## src/rtl/tmr_cc_pkg.sv

```systemverilog
package tmr_cc_pkg;
  typedef enum logic {
    CC_MODE_OUT = 1'b0,
    CC_MODE_IN  = 1'b1
  } cc_mode_e;

  typedef struct packed {
    logic cap;
    logic ovr;
  } cc_capflags_t;
endpackage

```

## src/rtl/tmr_cc_edge_sync.sv

```systemverilog
module tmr_cc_edge_sync #(
  parameter int STAGES = 2
) (
  input  logic clk_i,
  input  logic rst_ni,
  input  logic pin_i,
  output logic rise_o
);
  localparam int LAST = STAGES;

  // chain_q[STAGES-1] is the synchronized level, chain_q[STAGES] its previous value
  logic [LAST:0] chain_q;

  for (genvar g = 0; g <= LAST; g++) begin : g_stage
    if (g == 0) begin : g_first
      always_ff @(posedge clk_i or negedge rst_ni) begin
        if (!rst_ni) chain_q[g] <= 1'b0;
        else         chain_q[g] <= pin_i;
      end
    end else begin : g_next
      always_ff @(posedge clk_i or negedge rst_ni) begin
        if (!rst_ni) chain_q[g] <= 1'b0;
        else         chain_q[g] <= chain_q[g-1];
      end
    end
  end

  assign rise_o = chain_q[LAST-1] & ~chain_q[LAST];
endmodule

```

## src/rtl/tmr_cc_store.sv

```systemverilog
module tmr_cc_store #(
  parameter int CNT_W = 16
) (
  input  logic             clk_i,
  input  logic             rst_ni,
  input  logic             mode_out_i,
  input  logic             preload_en_i,
  input  logic             update_i,
  input  logic             wr_en_i,
  input  logic [CNT_W-1:0] wr_data_i,
  input  logic             cap_evt_i,
  input  logic [CNT_W-1:0] cnt_i,
  output logic [CNT_W-1:0] ccr_o,
  output logic [CNT_W-1:0] active_o
);
  logic [CNT_W-1:0] ccr_q, ccr_d, active_q;
  logic             sw_wr;

  assign sw_wr = wr_en_i & mode_out_i;

  always_comb begin
    ccr_d = ccr_q;
    if (cap_evt_i)  ccr_d = cnt_i;
    else if (sw_wr) ccr_d = wr_data_i;
  end

  always_ff @(posedge clk_i or negedge rst_ni) begin
    if (!rst_ni) ccr_q <= '0;
    else         ccr_q <= ccr_d;
  end

  // immediate path bypasses staging; buffered path takes the post-write staging value
  always_ff @(posedge clk_i or negedge rst_ni) begin
    if (!rst_ni)                                  active_q <= '0;
    else if (sw_wr && !preload_en_i)              active_q <= wr_data_i;
    else if (mode_out_i && preload_en_i && update_i) active_q <= ccr_d;
  end

  assign ccr_o    = ccr_q;
  assign active_o = active_q;
endmodule

```

## src/rtl/tmr_cc_match.sv

```systemverilog
module tmr_cc_match #(
  parameter int CNT_W = 16
) (
  input  logic             clk_i,
  input  logic             rst_ni,
  input  logic             mode_out_i,
  input  logic [CNT_W-1:0] cnt_i,
  input  logic [CNT_W-1:0] active_i,
  input  logic             clr_i,
  output logic             match_o,
  output logic             flag_o
);
  logic eq, eq_prev_q, hit, match_q, flag_q;

  assign eq  = mode_out_i && (cnt_i == active_i);
  assign hit = eq & ~eq_prev_q;

  always_ff @(posedge clk_i or negedge rst_ni) begin
    if (!rst_ni) begin
      eq_prev_q <= 1'b0;
      match_q   <= 1'b0;
      flag_q    <= 1'b0;
    end else begin
      eq_prev_q <= eq;
      match_q   <= hit;
      if (hit)        flag_q <= 1'b1;
      else if (clr_i) flag_q <= 1'b0;
    end
  end

  assign match_o = match_q;
  assign flag_o  = flag_q;
endmodule

```

## src/rtl/tmr_cc_channel.sv

```systemverilog
module tmr_cc_channel #(
  parameter int CNT_W       = 16,
  parameter int SYNC_STAGES = 2
) (
  input  logic             clk_i,
  input  logic             rst_ni,
  input  logic             mode_cap_i,
  input  logic             preload_en_i,
  input  logic             update_i,
  input  logic [CNT_W-1:0] cnt_i,
  input  logic             wr_en_i,
  input  logic [CNT_W-1:0] wr_data_i,
  output logic [CNT_W-1:0] rd_data_o,
  input  logic             cap_pin_i,
  input  logic             match_clr_i,
  input  logic             cap_clr_i,
  output logic             match_o,
  output logic             match_flag_o,
  output logic             cap_flag_o,
  output logic             ovr_flag_o
);
  import tmr_cc_pkg::*;

  cc_mode_e         mode;
  logic             mode_out, pin_rise, cap_evt;
  logic [CNT_W-1:0] active_val;
  cc_capflags_t     cflags_q;

  assign mode     = cc_mode_e'(mode_cap_i);
  assign mode_out = (mode == CC_MODE_OUT);

  tmr_cc_edge_sync #(.STAGES(SYNC_STAGES)) u_sync (
    .clk_i (clk_i),
    .rst_ni(rst_ni),
    .pin_i (cap_pin_i),
    .rise_o(pin_rise)
  );

  assign cap_evt = pin_rise & (mode == CC_MODE_IN);

  tmr_cc_store #(.CNT_W(CNT_W)) u_store (
    .clk_i       (clk_i),
    .rst_ni      (rst_ni),
    .mode_out_i  (mode_out),
    .preload_en_i(preload_en_i),
    .update_i    (update_i),
    .wr_en_i     (wr_en_i),
    .wr_data_i   (wr_data_i),
    .cap_evt_i   (cap_evt),
    .cnt_i       (cnt_i),
    .ccr_o       (rd_data_o),
    .active_o    (active_val)
  );

  tmr_cc_match #(.CNT_W(CNT_W)) u_match (
    .clk_i     (clk_i),
    .rst_ni    (rst_ni),
    .mode_out_i(mode_out),
    .cnt_i     (cnt_i),
    .active_i  (active_val),
    .clr_i     (match_clr_i),
    .match_o   (match_o),
    .flag_o    (match_flag_o)
  );

  always_ff @(posedge clk_i or negedge rst_ni) begin
    if (!rst_ni) begin
      cflags_q <= '0;
    end else if (cap_evt) begin
      cflags_q.cap <= 1'b1;
      if (cflags_q.cap) cflags_q.ovr <= 1'b1;
    end else if (cap_clr_i) begin
      cflags_q <= '0;
    end
  end

  assign cap_flag_o = cflags_q.cap;
  assign ovr_flag_o = cflags_q.ovr;
endmodule

```

## config.mk

```make
export PLATFORM = sky130hd
export DESIGN_NAME = tmr_cc_channel
export DESIGN_NICKNAME = d
export VERILOG_FILES = /design/src/rtl/tmr_cc_pkg.sv /design/src/rtl/tmr_cc_edge_sync.sv /design/src/rtl/tmr_cc_store.sv /design/src/rtl/tmr_cc_match.sv /design/src/rtl/tmr_cc_channel.sv
export SDC_FILE = /design/constraint.sdc
export NUM_CORES = 1
export LEC_CHECK = 0
export BUFFER_PORTS_ARGS = -buffer_cell sky130_fd_sc_hd__clkbuf_2
export CORE_MARGIN = 5
export CORE_UTILIZATION = 42
export CTS_BUF_LIST = sky130_fd_sc_hd__clkbuf_4 sky130_fd_sc_hd__clkbuf_8 sky130_fd_sc_hd__clkbuf_16
export DETAILED_ROUTE_END_ITERATION = 8
export PLACE_DENSITY_LB_ADDON = 0.12
export REMOVE_ABC_BUFFERS = 1
export SLEW_MARGIN = 25
export SYNTH_ARGS = -nofsm -noshare
export SYNTH_HDL_FRONTEND = slang
export SYNTH_SLANG_ARGS = --single-unit
export TNS_END_PERCENT = 100
```

## constraint.sdc

```tcl
create_clock -name clk_i -period 2.6 [get_ports clk_i]
set_clock_uncertainty 0.1 [all_clocks]
set_input_delay 0.13 -clock clk_i [delete_from_list [all_inputs] [get_ports clk_i]]
set_output_delay 0.13 -clock clk_i [all_outputs]
set_load 0.05 [all_outputs]
```

-- Word-level counts from Yosys, hierarchy flattened
Index checks and enable logic that the tools add are counted.
- word-level logic and storage cells: 37
- bits of input ports: 41
- register bits: 40
- output and inout bits: 20
- bitwise operators: 7
- reduce and logical (&&, ||, !) cells: 9
- muxes and demuxes: 9
- equal/unequal tests: 2
- operators with widths (cell ; number):
    $mux W16 ; 4
    $eq A16 B16 Y1 ; 1
    $reduce_bool A2 Y1 ; 3
    $and A1 B1 Y1 ; 4
    $logic_and A1 B1 Y1 ; 4
    $mux W2 ; 2
    $mux W1 ; 3
    $not A1 Y1 ; 3
    $ne A2 B1 Y1 const B ; 1
    $reduce_and A2 Y1 ; 1
    $logic_not A1 Y1 ; 1

-- Logic depth before layout (Yosys ltp)
Gate-level depths: netlist (run 1).
- depth after elaboration: 6
- depth in mapped cells: 6
- gate-level depth less buffers: 4

-- Cells and area by module
A second synthesis (run 1) with hierarchy kept.
- cell total of the unflattened synthesis: 198
- area total of the unflattened synthesis: 2346.0 µm²
- by module, submodules not included (module ; area each (µm²) ; seq. area each (µm²) ; cells an instance ; times used):
    tmr_cc_store ; 1873.0 ; 800.8 ; 151 ; 1
    tmr_cc_match ; 291.5 ; 75.1 ; 33 ; 1
    tmr_cc_channel ; 92.6 ; 50.0 ; 10 ; 1
    tmr_cc_edge_sync ; 88.8 ; 75.1 ; 4 ; 1

-- Worst setup path after synthesis (run 1)
No wires, ideal clock.
- path kind: register to register
- start: register u_store.active_q[15], in the netlist u_store.active_o[15]
- end: register u_match.flag_q, in the netlist u_match.flag_o
- cell stages (with the launch flop): 5
- setup slack: 1.091 ns
- data arrival time: 1.313 ns
- setup time: 0.095 ns
- cells stage by stage: dfrtp_1 xnor2_1 nand3_1 or4_4 o32ai_2
- word-level cells in the longest chain between the ends: 4
- elaborated cells between the ends (all ways): 5
- RTL lines (element ; line ; RTL):
    start, declared ; tmr_cc_store.sv:16 ; logic [CNT_W-1:0] ccr_q, ccr_d, active_q;
    start signal, assigned ; tmr_cc_store.sv:35 ; else if (sw_wr && !preload_en_i) active_q <= wr_data_i;
    start signal, assigned ; tmr_cc_store.sv:36 ; else if (mode_out_i && preload_en_i && update_i) active_q <= ccr_d;
    $eq A16 B16 Y1 (*) ; tmr_cc_match.sv:15 ; assign eq = mode_out_i && (cnt_i == active_i);
    $logic_and A1 B1 Y1 (*) ; tmr_cc_match.sv:15 ;
    $and A1 B1 Y1 (*) ; tmr_cc_match.sv:16 ; assign hit = eq & ~eq_prev_q;
    $mux W1 or $reduce_bool A2 Y1 (tied branches) ; - ;
    end signal, assigned ; tmr_cc_match.sv:22 ; flag_q <= 1'b0;
    end signal, assigned ; tmr_cc_match.sv:26 ; if (hit) flag_q <= 1'b1;
    end signal, assigned ; tmr_cc_match.sv:27 ; else if (clr_i) flag_q <= 1'b0;
    end, declared ; tmr_cc_match.sv:13 ; logic eq, eq_prev_q, hit, match_q, flag_q;
Mark *: on every way between the ends. The rest lies on a longest branch, timed or not.
A chain may end at the register's enable or synchronous reset.

-- Final worst setup path (run 1)
- start: input port cnt_i[12]
- end: register u_match.flag_q, in the netlist u_match.flag_o
- word-level cells in the longest chain between the ends: 4
- elaborated cells between the ends (all ways): 5
- RTL lines (element ; line ; RTL):
    start, declared ; tmr_cc_channel.sv:10 ; input logic [CNT_W-1:0] cnt_i,
    $eq A16 B16 Y1 (*) ; tmr_cc_match.sv:15 ;
    $logic_and A1 B1 Y1 (*) ; tmr_cc_match.sv:15 ;
    $and A1 B1 Y1 (*) ; tmr_cc_match.sv:16 ;
    $mux W1 or $reduce_bool A2 Y1 (tied branches) ; - ;
Marks and branches as above.

==> results of run 1 <==
-- state kept, by name, indices dropped and copies added, names as in the netlist --
| name | count |
|---|---|
| u_store.active_o | 16 |
| u_match.eq_prev_q | 1 |
| cap_flag_o | 1 |
| u_match.match_o | 1 |
| ovr_flag_o | 1 |
| u_sync.chain_q | 3 |
| u_store.ccr_o | 16 |
| u_match.flag_o | 1 |
-- kinds of logic (layout without fill, tap and decap cells) --
kind of cell              count (synthesis)  count (layout)  synth area share
DFF                                      40              40            0.5185
AOI/OAI and AO/OA                        52              52            0.1983
buffers and inverters                    12              87           0.04018
and+or+nand+nor                          30              30           0.08749
muxes                                    16              16           0.08295
xor gates and xnor gates                 16              16           0.07259
-- per-stage QoR --
step                std cells  area (um2)    util  hold slack (ns)
floorplan                 156        1861       -          -0.2656
global placement          272        2258  0.5116           0.1450
detailed placement        272        2258  0.5116           0.1406
CTS                       292        2485  0.5629        0.0003729
global route              293        2495  0.5652         0.006472
finish                    293        2495  0.5652         0.006423
-- placed cells by master, fill, tap and decap left out, types with 3 or more instances in the layout --
cell type and count:
dfrtp_1 40, a21o_1 16, o21ai_1 13, buf_4 4, xnor2_1 7, nand2_1 17, o21ai_2 3, xor2_1 9
clkbuf_2 59, clkbuf_8 7, a22o_1 16, mux2i_1 16, dlygate4sd3_1 14
-- report_power, final --
| group | switching, mW | internal (mW) |
|---|---|---|
| clock network | 0.207 | 0.236 |
| registers | 0.0574 | 0.714 |
| logic | 0.312 | 0.193 |
-- area by class of cell --
| cell class | count | share of cell area |
|---|---|---|
| Sequential cell | 40 | 0.4012 |
| Multi-Input combinational cell | 114 | 0.3425 |
| Timing Repair Buffer | 78 | 0.1886 |
| Clock buffer | 7 | 0.03862 |
| Tap cell | 52 | 0.02608 |
| Inverter | 2 | 0.003009 |
-- worst min-delay path, stage by stage --
cell      delay (ns)
clkbuf_2        0.10
nand2_1         0.05
o21ai_1         0.07
-- how the worst max path moves through the flow --
stage / slack (ns) / endpoint / cells past startpoint / from
after global routing: 0.78 / u_match.flag_o / 6 / cnt_i[14]
after CTS: 0.87 / u_match.flag_o / 6 / cnt_i[12]
after detailed placement: 0.78 / u_store.active_o[3] / 5 / mode_cap_i
after floorplan: 0.65 / u_store.active_o[10] / 4 / wr_en_i
after global placement: 0.84 / u_store.active_o[3] / 5 / mode_cap_i
final: 0.84 / u_match.flag_o / 6 / cnt_i[12]
-- per-layer routing --
metal  vias to the layer above  track usage  share of wire
li1                        742            -              -
met1                       710       0.2001           0.43
met2                        36       0.2629           0.50
met3                         5      0.05556          0.053
met4                         0      0.04296          0.012
met5                         -            0              0
-- repair_timing --
action | CTS | global route
endpoints found under the hold margin | 53 | 1
setup buffers | 0 | 0
hold buffers | 13 | 1
==> results.md, run 1 <==
- Initial DRC count: 60
- Core area: 4414 um2
- CP max stage cell: dlygate4sd3_1
- Fmax: 569.7 MHz
- Min cycle time layout: 1.755 ns
- Worst Max-Slew Pin Slew: 0.8971 ns
- CP Data Arrival Time: 1.85 ns
- Antenna-violating nets left: 0
- Avg Cell Area, Syn: 11.63 um2
- Ys flop type: dfrtp_1
- DPL Wire Length: 3356 um
- Fin. max-slew vios: 0
- Die height: 77.80 um
- IO buf count: 60
- Final Hold Fails: 0
- Area of the multi-input gates: 854.6 um2
- Setup TNS: 0 ns
- Post-CTS sizing: 0
- Final #Nets: 282
- Top delay family on crit path: buffers and inverters
- Clock tree buffer depth: 2
- FF+latch area: 1001 um2
- Syn Inst Count: 166
- Beginning of the worst hold path: cnt_i[15]
- H-tree levels: 2
- CP bufs+invs: 2
- Final setup fails: 0
- Hold path depth: 3
- Worst endpoint required time: 2.70 ns
- Slew Limit Headroom: 0.4019
- Worst R2R Path Depth: 4
- Area Growth Syn to Fin: 29.23%
- Final worst slack: 0.8445 ns
- Number of global-route vias before repair: 1623
- Global-route wire length before repair: 7762 um
- HP Class: input pin to flop
- Residual DRC count: 0
- Worst Path Class, Setup: input pin to flop
- RSZ-0062 raised after global routing: no
- Boundary Pins: 61
- Post-synth top area cell: dfrtp_1
- Yosys cell types: 28
- Hold Crit Endpoint: u_store.ccr_o[15]
- Reg2Reg Launch Point: u_store.active_o[12]
- CP Cell Sequence: dlygate4sd3_1 > clkbuf_2 > xnor2_1 > nand4_1 > or4_4 > o32ai_2
- Critical Path Start Type: input pin
- Vias: 1493
- # rows: 24
- CTS Sinks: 40
- Post-synth ARST share: 1.000
- Synth top area cells: dfrtp_1 52%, mux2i_1 8.3%, a22o_1 7.3%
- Yosys top cell area share: 0.5185
- FF+latch count, synth: 40
- Die W: 77.80 um
- Drt wl/cell: 15.76 um
- Most frequent cell after synthesis: dfrtp_1
- R2R Path End: u_match.flag_o
- Outcome: completed
- Register area share after synthesis: 0.5185
- PwrDens: 689.4 nW/um2
- Root Buffer: clkbuf_8
- All-layer global routing usage: 0.1602
- EDFF count, synth: 0
- Drt pass-1 iters: 4
- Yosys warns: 0
- Gpl congestion: 0.7623
- Leakage: 1.281 nW
- Post-Route WL: 4619 um
- Design Power: 1.720 mW
- TritonCTS Buffers: 5
- Final worst-path cycle share: 0.6752
- Max Cap Viol: 0
- TritonCTS clock tree: yes
- Crit path max fanout: 3
- Register-to-register setup slack: 0.95 ns
- Largest net degree at the start of global routing: 41
- Layout cell share with drive strength beyond 1: 0.3278
- Cell Area, Synth: 1931 um2
- Congestion Overflow GR: 0
- Highest ir drop seen on vdd: 284.0 uV
- Fillcell total: 419
- Ant. Diodes: 0
- Worst path max stage delay: 0.53 ns
- Initial antenna violation count: 0
- Worst-Skew Late Latency: 0.29 ns
- Clock-pin slew on the worst setup and hold paths: 0.08 ns
- Die Area: 6053 um2
- CP endpoint kind: flop
- Most frequent cells after synthesis: 40 x dfrtp_1, 17 x nand2_1, 16 x a21o_1, 16 x a22o_1, 16 x mux2i_1
- Number of vias per cell: 5.096
- Placement Setup Slack: 0.7752 ns
- Initial Utilization: 0.4374
(Power assumes the default switching activity.)
==> inputs of run 2 (changes only) <==
Settings changed: ABC_AREA set to 1.
Clock period 2.6 ns to 1.65 ns, I/O delays scaled along.
==> results.md, run 2 <==
- DPL Wire Length: 3298 um
- Core area: 4786 um2
- Root Buffer: clkbuf_8
- Vias: 1723
- Antenna-violating nets left: 0
- Drt pass-1 iters: 4
- RSZ-0062 raised after global routing: no
- Worst endpoint required time: 1.72 ns
- Clock-pin slew on the worst setup and hold paths: 0.08 ns
- Initial Utilization: 0.4390
- Post-Route WL: 4500 um
- TritonCTS Buffers: 5
- Global-route wire length before repair: 7728 um
- Min cycle time layout: 1.344 ns
- Leakage: 1.543 nW
- EDFF count, synth: 0
- HP Class: input pin to flop
- CTS Sinks: 40
- H-tree levels: 2
- Fin. max-slew vios: 0
- Die W: 80.73 um
- FF+latch count, synth: 40
- Comb power frac: 0.271
- Initial DRC count: 50
- Final setup fails: 0
- Syn Inst Count: 269
- Max Cap Viol: 0
- Fmax: 744.1 MHz
- Switch Pwr: 0.9384 mW
- Die height: 80.73 um
- Final #Nets: 376
- Area Growth Syn to Fin: 24.12%
- Number of global-route vias before repair: 1650
- Post-CTS Repair Setup Buffers: 0
- Fillcell total: 491
- Setup TNS: 0 ns
- CP max stage cell: dfrtp_1
- Post-synth top area cell: dfrtp_1
- Internal: 1.988 mW
- Clock Power Share: 0.316
- Final Hold Fails: 0
- Worst path max stage delay: 0.38 ns
- Yosys top cell area share: 0.4765
- Congestion Overflow GR: 0
- Worst-Skew Late Latency: 0.29 ns
- Crit path max fanout: 35
- Synth top area cells: dfrtp_1 48%, nand2_1 19%, inv_1 8.4%
- Clock tree buffer depth: 2
- Post-synth ARST share: 1.000
- Drt wl/cell: 11.19 um
- Residual DRC count: 0
- Min Hold Slack: 0.05203 ns
- Most frequent cells after synthesis: 109 x nand2_1, 47 x inv_1, 40 x dfrtp_1, 16 x o21a_1, 9 x o21ai_1
- Placed Cells: 391
- CP Data Arrival Time: 1.41 ns
- Commonest non-fill, non-tap cell in the layout: nand2_1
- Critical Path Start Type: flop
- Most frequent cells in the layout: 109 x nand2_1, 60 x clkbuf_2, 47 x inv_1
- Layout cell share with drive strength beyond 1: 0.2627
- Avg Cell Area, Syn: 7.810 um2
- TritonCTS clock tree: yes
- Cell Area, Synth: 2101 um2
- Slew Limit Headroom: 0.6203
- Final cell count without fillers: 402
- Yosys cell types: 22
- Register area share after synthesis: 0.4765
- Initial antenna violation count: 0
- Design Power: 2.926 mW
- Boundary Pins: 61
- Sequential share of power: 0.413
- Largest net degree at the start of global routing: 36
- CP Cell Sequence: nor2_2 > nand2_4 > nand2_1 > o21a_1 > o21ai_2
- CP endpoint kind: flop
- Ys flop type: dfrtp_1
- Worst Path Class, Setup: flop to flop
- Number of vias per cell: 4.286
- PwrDens: 1122 nW/um2
- Outcome: completed
- Highest ir drop seen on vdd: 542.1 uV
- Most frequent cell after synthesis: nand2_1
- Ant. Diodes: 0
- Gpl congestion: 0.7465
- All-layer global routing usage: 0.1550
- Yosys warns: 0
- Worst Max-Slew Pin Slew: 0.5687 ns
- Switching Fraction: 0.3207
- Die Area: 6517 um2
- # rows: 25
- Final worst-path cycle share: 0.8144
- IO buf count: 60
## run 2: cells by family (layout without fill, tap and decap cells)
family          count (synthesis)  in the layout  share of synthesized area
simple gates                  129            129                     0.2490
compound gates                 37             37                     0.1233
xor+xnor                        5              5                    0.02084
buf+inv                        58            124                     0.1304
flops                          40             40                     0.4765
## run 2: metal layers
metal,share of wire,track usage,vias to the layer above
li1,-,-,937
met1,0.49,0.2178,742
met2,0.45,0.2384,37
met3,0.047,0.03587,7
met4,0.012,0.04561,0
met5,0,0,-
## run 2: worst max-delay path: cells and delay by family, from the launching register on
family / cells / cell delay [ns]
flops: 1 / 0.38
compound gates: 2 / 0.22
simple gates: 3 / 0.53
## run 2: timing repair
item                                   4_1_cts  5_1_grt
hold buffers                                 4        0
endpoints found under the hold margin       37        0
resized for setup                            0        0
## run 2: stage by stage
stage / util / instance area, um2 / worst slack, ns
6_report: 0.5448 / 2608 / 0.3062
5_1_grt: 0.5448 / 2608 / 0.1685
4_1_cts: 0.5448 / 2608 / 0.2850
3_5_place_dp: 0.5095 / 2439 / 0.2888
3_3_place_gp: 0.5095 / 2439 / 0.3052
2_1_floorplan: - / 2019 / 0.4529
## run 2: power groups by stage
| stage | clock network [mW] | logic [mW] | registers, mW |
|---|---|---|---|
| floorplan | 0 | 0.368 | 1.43 |
| global placement | 0 | 0.783 | 1.23 |
| detailed placement | 0 | 0.795 | 1.23 |
| CTS | 0.956 | 0.805 | 1.21 |
| global route | 0.986 | 0.893 | 1.23 |
| finish | 0.924 | 0.792 | 1.21 |
## run 2: layout make-up
class	instances	area [um2]	area share
inverter	50	192.7	0.07390
clock inverter	2	60.06	0.02303
sequential	40	1001	0.3839
timing repair buffer	67	375.4	0.1440
clock buffer	5	68.82	0.02639
multi-input combinational	171	825.8	0.3167
tap	67	83.83	0.03215
## run 2: path summary, 6_finish.rpt
kind,from,end,slack (ns),cells past startpoint
max,u_sync.chain_q[2],u_store.active_o[9],0.31,5
min,cnt_i[14],u_store.ccr_o[14],0.05,4
max reg2reg,u_sync.chain_q[2],u_store.active_o[9],0.31,5
min reg2reg,u_sync.chain_q[0],u_sync.chain_q[1],0.26,0
max in group asynchronous,rst_ni,u_store.ccr_o[1],0.78,3
min in group asynchronous,rst_ni,u_store.ccr_o[4],0.18,2
==> inputs of run 3 (changes only) <==
Clock period 1.65 ns to 1.33 ns, I/O delays scaled along.
==> results.md, run 3 (synthesis gave the netlist of run 2 again) <==
- Critical Path Start Type: flop
- Die height: 80.73 um
- Comb power frac: 0.306
- Clock Power Share: 0.254
- Final Hold Fails: 0
- Clock-pin slew on the worst setup and hold paths: 0.08 ns
- Internal: 2.228 mW
- CP Data Arrival Time: 1.42 ns
- Initial Utilization: 0.4390
- Most frequent cells in the layout: 100 x nand2_1, 60 x clkbuf_2, 47 x inv_1
- Switching Fraction: 0.3518
- Commonest non-fill, non-tap cell in the layout: nand2_1
- Layout cell share with drive strength beyond 1: 0.3188
- RSZ-0062 raised after global routing: yes
- # rows: 25
- Die W: 80.73 um
- Area Growth Syn to Fin: 30.55%
- CTS Sinks: 40
- Root Buffer: clkbuf_8
- Fin util: 0.5731
- Residual DRC count: 0
- Highest ir drop seen on vdd: 588.5 uV
- CP endpoint kind: flop
- Initial antenna violation count: 0
- PwrDens: 1253 nW/um2
- Die Area: 6517 um2
- Switch Pwr: 1.209 mW
- CP Cell Sequence: nor2_4 > buf_12 > nand2_8 > o21a_1 > o21ai_2
- Drt wl/cell: 12.00 um
- Placed Cells: 392
- Number of global-route vias before repair: 1685
- TritonCTS Buffers: 5
- HP Class: input pin to flop
- Vias: 1829
- CP max stage cell: dfrtp_1
- Fin. max-slew vios: 0
- Worst Path Class, Setup: flop to flop
- H-tree levels: 2
- Initial DRC count: 128
- Largest net degree at the start of global routing: 36
- Worst-Skew Late Latency: 0.29 ns
- Min cycle time layout: 1.300 ns
- Core area: 4786 um2
- Final setup fails: 0
- IO buf count: 60
- Final worst-path cycle share: 0.9771
- Worst R2R Path Depth: 5
- DPL Wire Length: 3382 um
- Sequential share of power: 0.440
- Number of vias per cell: 4.439
- Congestion Overflow GR: 0
- Ant. Diodes: 0
- Worst Max-Slew Pin Slew: 0.6077 ns
- Drt pass-1 iters: 4
- Final cell count without fillers: 412
- All-layer global routing usage: 0.1542
- Fmax: 769.5 MHz
- Max Cap Viol: 0
- Gpl congestion: 0.7358
- TritonCTS clock tree: yes
- Crit path max fanout: 8
- Slew Limit Headroom: 0.5943
- Post-Route WL: 4945 um
- Global-route wire length before repair: 7714 um
- Hold path depth: 4
- Worst path max stage delay: 0.40 ns
- Antenna-violating nets left: 0
- Clock tree buffer depth: 2
- Outcome: completed
- Final #Nets: 385
- Leakage: 1.565 nW
- Worst endpoint required time: 1.45 ns
- Boundary Pins: 61
-- run 3: final cells by class --
class / instances / area (um2)
Clock buffer: 8 / 97.59
Sequential cell: 40 / 1005
Fill cell: 494 / 2043
Inverter: 50 / 192.7
Tap cell: 67 / 83.83
Timing Repair Buffer: 72 / 416.7
Multi-Input combinational cell: 175 / 947.2
-- run 3: repair_timing --
item / 4_1_cts / 5_1_grt
gates resized for setup: 2 / 18
hold buffers: 4 / 0
hold endpoints to repair: 44 / 0
buffers inserted: 0 / 4
setup endpoints to repair: 15 / 26
pin swaps: 1 / 9
gates cloned: 0 / 4
-- run 3: stage by stage --
stage | instance area [um2] | total power, mW | hold WS, ns | setup TNS, ns | setup slack (ns)
after global routing | 2743 | 3.653 | 0.05471 | -0.2977 | -0.02898
after CTS | 2585 | 3.410 | 0.02407 | 0 | 0.02928
after global placement | 2434 | 2.493 | -0.02771 | 0 | 0.01693
after floorplan | 2019 | 2.224 | -0.3291 | 0 | 0.1329
after detailed placement | 2434 | 2.512 | -0.02326 | -0.03511 | -0.01070
final | 2743 | 3.437 | 0.03170 | 0 | 0.03050
-- run 3: worst paths after layout --
| check | to | slack (ns) | start |
|---|---|---|---|
| min | u_store.ccr_o[0] | 0.03 | cnt_i[0] |
| max in group asynchronous | u_sync.chain_q[1] | 0.71 | rst_ni |
| max | u_store.active_o[9] | 0.03 | u_sync.chain_q[2] |
| min in group asynchronous | u_store.ccr_o[2] | 0.19 | rst_ni |
| max reg2reg | u_store.active_o[9] | 0.03 | u_sync.chain_q[2] |
| min reg2reg | u_sync.chain_q[1] | 0.25 | u_sync.chain_q[0] |
-- run 3: critical path: cells and delay by family, from the launching register on --
kind | cells | cell delay, ns
flip-flops | 1 | 0.40
AND/OR/NAND/NOR | 2 | 0.21
AO/OA/AOI/OAI | 2 | 0.34
buffers and inverters | 1 | 0.17
-- run 3: power by group through the flow --
stage	combinational, mW	clock [mW]	sequential [mW]
finish	1.05	0.872	1.51
global route	1.17	0.943	1.54
CTS	1.00	0.904	1.50
detailed placement	0.988	0	1.52
global placement	0.975	0	1.52
floorplan	0.456	0	1.77
-- run 3: layer usage --
metal	track usage	part of all wire	routed length [um]
met4	0.05574	0.020	99
met3	0.03924	0.059	291
met5	0	0	0
met2	0.2401	0.46	2288
met1	0.2077	0.46	2265
